$ cat src/rtl/rn_pkg.sv
package rn_pkg;
  parameter int ARCH_N = 8;
  parameter int PHYS_N = 16;
  parameter int SNAP_N = 4;
  parameter int LANES  = 2;
  localparam int AW = $clog2(ARCH_N);
  localparam int PW = $clog2(PHYS_N);
  localparam int SW = $clog2(SNAP_N);
  typedef logic [AW-1:0]     areg_t;
  typedef logic [PW-1:0]     preg_t;
  typedef logic [SW-1:0]     stag_t;
  typedef logic [PHYS_N-1:0] pmask_t;
  typedef preg_t [ARCH_N-1:0] map_t;
endpackage

$ cat src/rtl/rn_free_list.sv
module rn_free_list import rn_pkg::*; (
  input  logic           clk,
  input  logic           rst_n,
  input  pmask_t         alloc_mask,
  input  pmask_t         commit_mask,
  input  logic           snap_take,
  input  stag_t          snap_tag,
  input  logic           recover,
  input  stag_t          rec_tag,
  output preg_t          pick0,
  output preg_t          pick1,
  output logic [PW:0]    free_cnt
);
  pmask_t free_q;
  pmask_t since_q [SNAP_N];
  logic   got0, got1;

  // two lowest free entries, found by priority scans
  always_comb begin
    pick0 = '0;
    pick1 = '0;
    got0  = 1'b0;
    got1  = 1'b0;
    for (int p = 0; p < PHYS_N; p++) begin
      if (free_q[p] && !got0) begin
        pick0 = preg_t'(p);
        got0  = 1'b1;
      end else if (free_q[p] && !got1) begin
        pick1 = preg_t'(p);
        got1  = 1'b1;
      end
    end
    free_cnt = (PW+1)'($countones(free_q));
  end

  always_ff @(posedge clk or negedge rst_n) begin
    if (!rst_n) begin
      for (int p = 0; p < PHYS_N; p++) free_q[p] <= (p >= ARCH_N);
      for (int s = 0; s < SNAP_N; s++) since_q[s] <= '0;
    end else if (recover) begin
      free_q <= free_q | since_q[rec_tag] | commit_mask;
      for (int s = 0; s < SNAP_N; s++) since_q[s] <= since_q[s] & ~since_q[rec_tag];
    end else begin
      free_q <= (free_q & ~alloc_mask) | commit_mask;
      for (int s = 0; s < SNAP_N; s++) begin
        if (snap_take && stag_t'(s) == snap_tag) since_q[s] <= '0;
        else                                     since_q[s] <= since_q[s] | alloc_mask;
      end
    end
  end
endmodule

$ cat src/rtl/rn_map_table.sv
module rn_map_table import rn_pkg::*; #(
  parameter int RD_N = 3*LANES
) (
  input  logic                    clk,
  input  logic                    rst_n,
  input  areg_t [RD_N-1:0]        raddr,
  output preg_t [RD_N-1:0]        rdata,
  input  logic  [LANES-1:0]       we,
  input  areg_t [LANES-1:0]       wa,
  input  preg_t [LANES-1:0]       wd,
  input  logic                    snap_take,
  input  stag_t                   snap_tag,
  input  logic                    recover,
  input  stag_t                   rec_tag
);
  map_t tab_q, tab_upd;
  map_t snap_q [SNAP_N];

  for (genvar r = 0; r < RD_N; r++) begin : g_rd
    assign rdata[r] = tab_q[raddr[r]];
  end

  // later lanes overwrite earlier ones
  always_comb begin
    tab_upd = tab_q;
    for (int l = 0; l < LANES; l++)
      if (we[l]) tab_upd[wa[l]] = wd[l];
  end

  always_ff @(posedge clk or negedge rst_n) begin
    if (!rst_n) begin
      for (int a = 0; a < ARCH_N; a++) tab_q[a] <= preg_t'(a);
    end else if (recover) begin
      tab_q <= snap_q[rec_tag];
    end else begin
      tab_q <= tab_upd;
    end
  end

  for (genvar s = 0; s < SNAP_N; s++) begin : g_snap
    always_ff @(posedge clk) begin
      if (!recover && snap_take && snap_tag == stag_t'(s)) snap_q[s] <= tab_upd;
    end
  end
endmodule

$ cat src/rtl/rn_snap_ctrl.sv
module rn_snap_ctrl import rn_pkg::*; (
  input  logic  clk,
  input  logic  rst_n,
  input  logic  take,
  input  logic  rel_valid,
  input  logic  rel_mis,
  input  stag_t rel_tag,
  output stag_t free_tag,
  output logic  full
);
  logic [SNAP_N-1:0] busy_q, release_m, take_m;
  logic [SNAP_N-1:0] young_q [SNAP_N];

  always_comb begin
    free_tag = '0;
    for (int s = SNAP_N-1; s >= 0; s--)
      if (!busy_q[s]) free_tag = stag_t'(s);
    full      = &busy_q;
    take_m    = take ? (SNAP_N'(1) << free_tag) : '0;
    release_m = '0;
    if (rel_valid) begin
      release_m = SNAP_N'(1) << rel_tag;
      if (rel_mis) release_m = release_m | young_q[rel_tag];
    end
  end

  always_ff @(posedge clk or negedge rst_n) begin
    if (!rst_n) begin
      busy_q <= '0;
      for (int s = 0; s < SNAP_N; s++) young_q[s] <= '0;
    end else begin
      busy_q <= (busy_q & ~release_m) | take_m;
      if (take) begin
        for (int s = 0; s < SNAP_N; s++) begin
          if (stag_t'(s) == free_tag) young_q[s] <= '0;
          else                        young_q[s] <= young_q[s] | take_m;
        end
      end
    end
  end
endmodule

$ cat src/rtl/rn_rename_unit.sv
module rn_rename_unit import rn_pkg::*; (
  input  logic                 clk,
  input  logic                 rst_n,
  input  logic                 in_valid,
  output logic                 in_ready,
  input  logic  [LANES-1:0]    in_lane_vld,
  input  logic  [LANES-1:0]    in_has_dst,
  input  areg_t [LANES-1:0]    in_dst,
  input  areg_t [LANES-1:0]    in_src1,
  input  areg_t [LANES-1:0]    in_src2,
  input  logic                 in_branch,
  output logic                 out_valid,
  output logic  [LANES-1:0]    out_lane_vld,
  output preg_t [LANES-1:0]    out_pdst,
  output preg_t [LANES-1:0]    out_psrc1,
  output preg_t [LANES-1:0]    out_psrc2,
  output preg_t [LANES-1:0]    out_pold,
  output logic                 out_snap_vld,
  output stag_t                out_snap_tag,
  input  logic  [LANES-1:0]    cm_valid,
  input  preg_t [LANES-1:0]    cm_pold,
  input  logic                 br_valid,
  input  logic                 br_mispredict,
  input  stag_t                br_tag
);
  localparam int RD_N = 3*LANES;

  logic  [LANES-1:0] wr, we;
  logic  [PW:0]      need, free_cnt;
  preg_t             pick0, pick1;
  preg_t [LANES-1:0] newp, pdst_c, psrc1_c, psrc2_c, pold_c;
  areg_t [RD_N-1:0]  raddr;
  preg_t [RD_N-1:0]  rdata;
  pmask_t            alloc_mask, commit_mask;
  logic              recover, snap_full, fire, take;
  stag_t             free_tag;

  assign recover  = br_valid & br_mispredict;
  assign in_ready = !recover && (free_cnt >= need) && !(in_branch && snap_full);
  assign fire     = in_valid & in_ready;
  assign take     = fire & in_branch;

  for (genvar l = 0; l < LANES; l++) begin : g_lane
    assign wr[l]          = in_lane_vld[l] & in_has_dst[l] & (in_dst[l] != '0);
    assign we[l]          = fire & wr[l];
    assign raddr[3*l]     = in_src1[l];
    assign raddr[3*l + 1] = in_src2[l];
    assign raddr[3*l + 2] = in_dst[l];
  end

  // lane results: table read, overridden by older lanes of the same group
  always_comb begin
    need        = '0;
    alloc_mask  = '0;
    commit_mask = '0;
    for (int l = 0; l < LANES; l++) begin
      need    = need + (PW+1)'(wr[l]);
      newp[l] = (l > 0 && wr[0]) ? pick1 : pick0;
      psrc1_c[l] = rdata[3*l];
      psrc2_c[l] = rdata[3*l + 1];
      pold_c[l]  = rdata[3*l + 2];
      for (int j = 0; j < l; j++) begin
        if (wr[j]) begin
          if (in_src1[l] == in_dst[j]) psrc1_c[l] = newp[j];
          if (in_src2[l] == in_dst[j]) psrc2_c[l] = newp[j];
          if (in_dst[l]  == in_dst[j]) pold_c[l]  = newp[j];
        end
      end
      pdst_c[l] = wr[l] ? newp[l] : '0;
      if (!wr[l]) pold_c[l] = '0;
      if (!in_lane_vld[l]) begin
        psrc1_c[l] = '0;
        psrc2_c[l] = '0;
      end
      if (we[l])       alloc_mask[newp[l]]   = 1'b1;
      if (cm_valid[l]) commit_mask[cm_pold[l]] = 1'b1;
    end
  end

  rn_free_list u_free (
    .clk, .rst_n, .alloc_mask, .commit_mask,
    .snap_take(take), .snap_tag(free_tag),
    .recover, .rec_tag(br_tag),
    .pick0, .pick1, .free_cnt
  );

  rn_map_table #(.RD_N(RD_N)) u_map (
    .clk, .rst_n, .raddr, .rdata,
    .we, .wa(in_dst), .wd(newp),
    .snap_take(take), .snap_tag(free_tag),
    .recover, .rec_tag(br_tag)
  );

  rn_snap_ctrl u_snap (
    .clk, .rst_n, .take,
    .rel_valid(br_valid), .rel_mis(br_mispredict), .rel_tag(br_tag),
    .free_tag, .full(snap_full)
  );

  always_ff @(posedge clk or negedge rst_n) begin
    if (!rst_n) begin
      out_valid    <= 1'b0;
      out_lane_vld <= '0;
      out_pdst     <= '0;
      out_psrc1    <= '0;
      out_psrc2    <= '0;
      out_pold     <= '0;
      out_snap_vld <= 1'b0;
      out_snap_tag <= '0;
    end else begin
      out_valid <= fire;
      if (fire) begin
        out_lane_vld <= in_lane_vld;
        out_pdst     <= pdst_c;
        out_psrc1    <= psrc1_c;
        out_psrc2    <= psrc2_c;
        out_pold     <= pold_c;
        out_snap_vld <= in_branch;
        out_snap_tag <= in_branch ? free_tag : '0;
      end
    end
  end
endmodule

$ cat config.mk
export PLATFORM = sky130hd
export DESIGN_NAME = rn_rename_unit
export DESIGN_NICKNAME = d
export VERILOG_FILES = /design/src/rtl/rn_pkg.sv /design/src/rtl/rn_free_list.sv /design/src/rtl/rn_map_table.sv /design/src/rtl/rn_snap_ctrl.sv /design/src/rtl/rn_rename_unit.sv
export SDC_FILE = /design/constraint.sdc
export NUM_CORES = 1
export LEC_CHECK = 0
export BUFFER_PORTS_ARGS = -buffer_cell sky130_fd_sc_hd__buf_2
export CORE_UTILIZATION = 55
export CTS_CLUSTER_SIZE = 10
export DETAILED_ROUTE_END_ITERATION = 16
export PLACE_DENSITY = 0.73
export SLEW_MARGIN = 10
export SYNTH_ARGS = -nofsm -noshare
export SYNTH_HDL_FRONTEND = slang
export SYNTH_SLANG_ARGS = --single-unit
$ cat constraint.sdc
create_clock -name clk -period 8.1 [get_ports clk]
set_clock_uncertainty 0.15 [all_clocks]
set_input_delay 1.62 -clock clk [delete_from_list [all_inputs] [get_ports clk]]
set_output_delay 1.62 -clock clk [all_outputs]
set_load 0.05 [all_outputs]
==> flow_metrics.tcl <==
set metrics [dict create \
    status "finished clean" \
    top_usage_layer "met2" \
    post_cts_buffers 0 \
    grtUsageTotal 0.297 \
    cp.required_ns 8.40 \
    post-route-min-period_ns 7.14 \
    cts-root-buf "clkbuf_16" \
    grt_max_degree 103 \
    dr.pass1.iters 5 \
    grt_pass1_vias 11300 \
    drv_slew 0 \
    worst_hold_slack_ns 0.312 \
    fin_setup_tns_ns 0 \
    coreArea_um2 27900 \
    synth_cell_types 74 \
    drcViolationCount 0 \
    dieHeight_um 171 \
    io_buffers 78 \
    synthArstFlopShare 0.565 \
    cts_num_sinks 294 \
    setup.worst_path.end_class "flop" \
    syn_to_final_growth_pct 11.3 \
    cp_max_fo 18 \
    n_fill_cell 2079 \
    placed_cells 1668 \
    max-vdd-ir-drop_v 0.000266 \
    layout_commonest_cell "o21ai_0" \
    synth_compound_area_frac 0.131 \
    finalSetupViolations 0 \
    grtUsageMet2 0.449 \
    cts_max_level 2 \
    rsz0062_at_grt "false" \
    ys_seq_area_frac 0.513 \
    start_kind "flop" \
    criticalPathCategory "reg -> reg" \
    worstMarginPinSlew_ns 1.18 \
    use_met1 0.430 \
    synthesis.area_um2 15600 \
    final_cell_mix "161 x o21ai_0, 146 x dfrtp_1, 128 x edfxtp_1" \
    start_util 0.561 \
    drv_cap 0 \
    fp.dieArea_um2 29100 \
    synthSimpleGateAreaFrac 0.104 \
    cellPowerDensity_nw_per_um2 386 \
    yosys_warnings 0 \
    clock.fmax_mhz 140 \
    ios 79 \
    synthMuxAreaShare 0.185 \
    wl_mm 42.0 \
    grt_pass1_wl_mm 65.2 \
    clk_latency_ns 0.51 \
    critical_path.cell_chain "ha_1 -> inv_1 -> fa_1 -> fa_1 -> inv_1 -> fa_1 -> fa_1 -> ha_1 -> fa_1 -> a2111o_1 -> o211ai_1 -> clkinv_1 -> and2_1 -> nand4b_1 -> nor2_1 -> a21oi_1 -> mux2_2" \
    synth_xor_area_frac 0.00617 \
    fp.dieW_um 171 \
    post_cts_resized 0 \
    avgSynthCellArea_um2 12.2 \
    hold_viol 0 \
    synth-seq-cells 294 \
    clockBufferDepth 3 \
    synth-adder-area-share 0.0304 \
    grt_antenna_before_repair 1 \
    dp_slack_ns 1.08 \
    fin_nets 1397 \
    cts_buffers 36 \
    first_iter_violations 1474 \
    synth_edf_count 128 \
    vias_per_cell 6.68 \
    grt_overflow 0 \
    hold_path.class "reg -> reg" \
    synth_top_family_by_area "multiplexers" \
    synthFlopType "dfrtp_1" \
    p_leak_nw 6.92 \
    gp_congestion 0.902 \
    syn_nets 1353 \
    crit_top_cell "fa_1" \
    wl_per_cell_um 24.2 \
    period_share 0.882 \
    layout-drive-gt1-share 0.226 \
    slowest_stage "clkinv_1" \
    arrival_ns 7.44 \
    tritoncts "done" \
    grt_util_met3 0.0652 \
    relSlewSlack 0.211 \
    synthCells 1284 \
    cts_hold_buffers 0 \
    row_count 61 \
    max_stage_delay_ns 0.73 \
    path_clk_slew_ns 0.06 \
    post-route-util 0.624 \
    fin_cells 1732 \
    ant_nets 0 \
    layout_setup_ws_ns 0.959 \
    hpwl_mm 27.1 \
    num_vias 11600 \
]
-- worst paths after layout --
path	start	endpoint	slack, ns	cells after the start
hold / removal	out_psrc2[1]$_DFFE_PN0P_	out_psrc2[1]$_DFFE_PN0P_	0.31	2
hold reg to reg	out_psrc2[1]$_DFFE_PN0P_	out_psrc2[1]$_DFFE_PN0P_	0.31	2
setup reg to reg	u_free.free_q[9]$_DFF_PN1_	u_map.tab_q[24]$_DFF_PN0_	0.96	17
min in group asynchronous	rst_n	u_free.free_q[4]$_DFF_PN0_	1.07	1
setup / recovery	u_free.free_q[9]$_DFF_PN1_	u_map.tab_q[24]$_DFF_PN0_	0.96	17
max in group asynchronous	rst_n	out_psrc2[2]$_DFFE_PN0P_	5.22	2
-- routing by layer --
metal	routed length [um]	part of all wire
met5	0	0
met4	1190	0.028
met3	4610	0.11
met2	18900	0.45
met1	17300	0.41
-- metrics by stage --
| stage | power, mW | area (um2) |
|---|---|---|
| 2_1_floorplan | 4.37 | 15600 |
| 3_3_place_gp | 5.09 | 16300 |
| 3_5_place_dp | 5.19 | 16300 |
| 4_1_cts | 6.72 | 17400 |
| 5_1_grt | 7.15 | 17400 |
| 6_report | 6.72 | 17400 |
-- flip-flops by register name, indices dropped and copies added (netlist names), 4 cells and up --
name            cells
out_pdst            8
out_pold            8
out_psrc1           8
out_psrc2           8
u_free.free_q      16
u_free.since_q     64
u_map.snap_q      128
u_map.tab_q        32
u_snap.busy_q       4
u_snap.young_q     12
-- cell usage after synthesis, types with 4 or more instances --
library cell | n | share of area
and2_1 | 5 | 0.0020
mux4_2 | 96 | 0.14
a211oi_1 | 11 | 0.0053
edfxtp_1 | 128 | 0.25
a31oi_1 | 5 | 0.0020
nor4b_1 | 5 | 0.0028
nor4_1 | 6 | 0.0024
buf_1 | 16 | 0.0038
o21a_1 | 9 | 0.0043
a21oi_1 | 37 | 0.012
inv_1 | 23 | 0.0055
o31ai_1 | 7 | 0.0034
nor3b_1 | 5 | 0.0024
o32a_1 | 8 | 0.0051
nand2b_1 | 12 | 0.0048
nor2_1 | 110 | 0.026
a22o_1 | 10 | 0.0056
a21o_1 | 22 | 0.011
ha_1 | 18 | 0.014
nand3b_1 | 4 | 0.0019
mux2_2 | 33 | 0.024
o22a_1 | 8 | 0.0045
o221ai_1 | 5 | 0.0028
dfstp_2 | 20 | 0.034
nor3_1 | 7 | 0.0022
o21ai_0 | 161 | 0.052
clkbuf_1 | 63 | 0.015
mux2i_1 | 36 | 0.023
and3_1 | 6 | 0.0024
nor2b_1 | 18 | 0.0072
buf_2 | 7 | 0.0022
dfrtp_1 | 146 | 0.23
or3_1 | 4 | 0.0016
xor2_1 | 11 | 0.0062
nand4_1 | 6 | 0.0024
fa_1 | 11 | 0.014
or4_1 | 4 | 0.0019
nand3_1 | 20 | 0.0064
a211o_1 | 4 | 0.0022
a221o_1 | 9 | 0.0058
nand2_1 | 116 | 0.028
-- critical path, delay by kind of cell (launching register included) --
kind                     cells  cell delay (ns)
flip-flops                   1             0.69
AND/OR/NAND/NOR              3             1.08
AO/OA/AOI/OAI                3             1.26
buffers and inverters        3             0.83
adder cells (fa/ha/maj)      7             2.84
multiplexers                 1             0.23
-- area by class of cell --
cell class	count	area, um2	share of cell area
Sequential cell	294	8020	0.461
Multi-Input combinational cell	876	7170	0.412
Clock inverter	5	82.6	0.00475
Antenna cell	1	2.50	0.000144
Timing Repair Buffer	95	527	0.0303
Inverter	25	93.8	0.00540
Clock buffer	58	1010	0.0584
Tap cell	378	473	0.0272
-- cell families after synthesis --
family,count (synthesis)
multiplexers,165
flip-flops,294
AO/OA/AOI/OAI,325
buffers and inverters,114
XOR/XNOR,11
adder cells (fa/ha/maj),32
AND/OR/NAND/NOR,343
-- power by group --
| part | internal, mW | switching (mW) | leakage [nW] | total [mW] |
|---|---|---|---|---|
| clock | 0.920 | 0.592 | 0.528 | 1.51 |
| sequential | 2.06 | 0.374 | 3.27 | 2.43 |
| combinational | 1.08 | 1.70 | 3.13 | 2.78 |
| total | 4.05 | 2.67 | 6.92 | 6.72 |
Power figures use the tool's default switching activity.
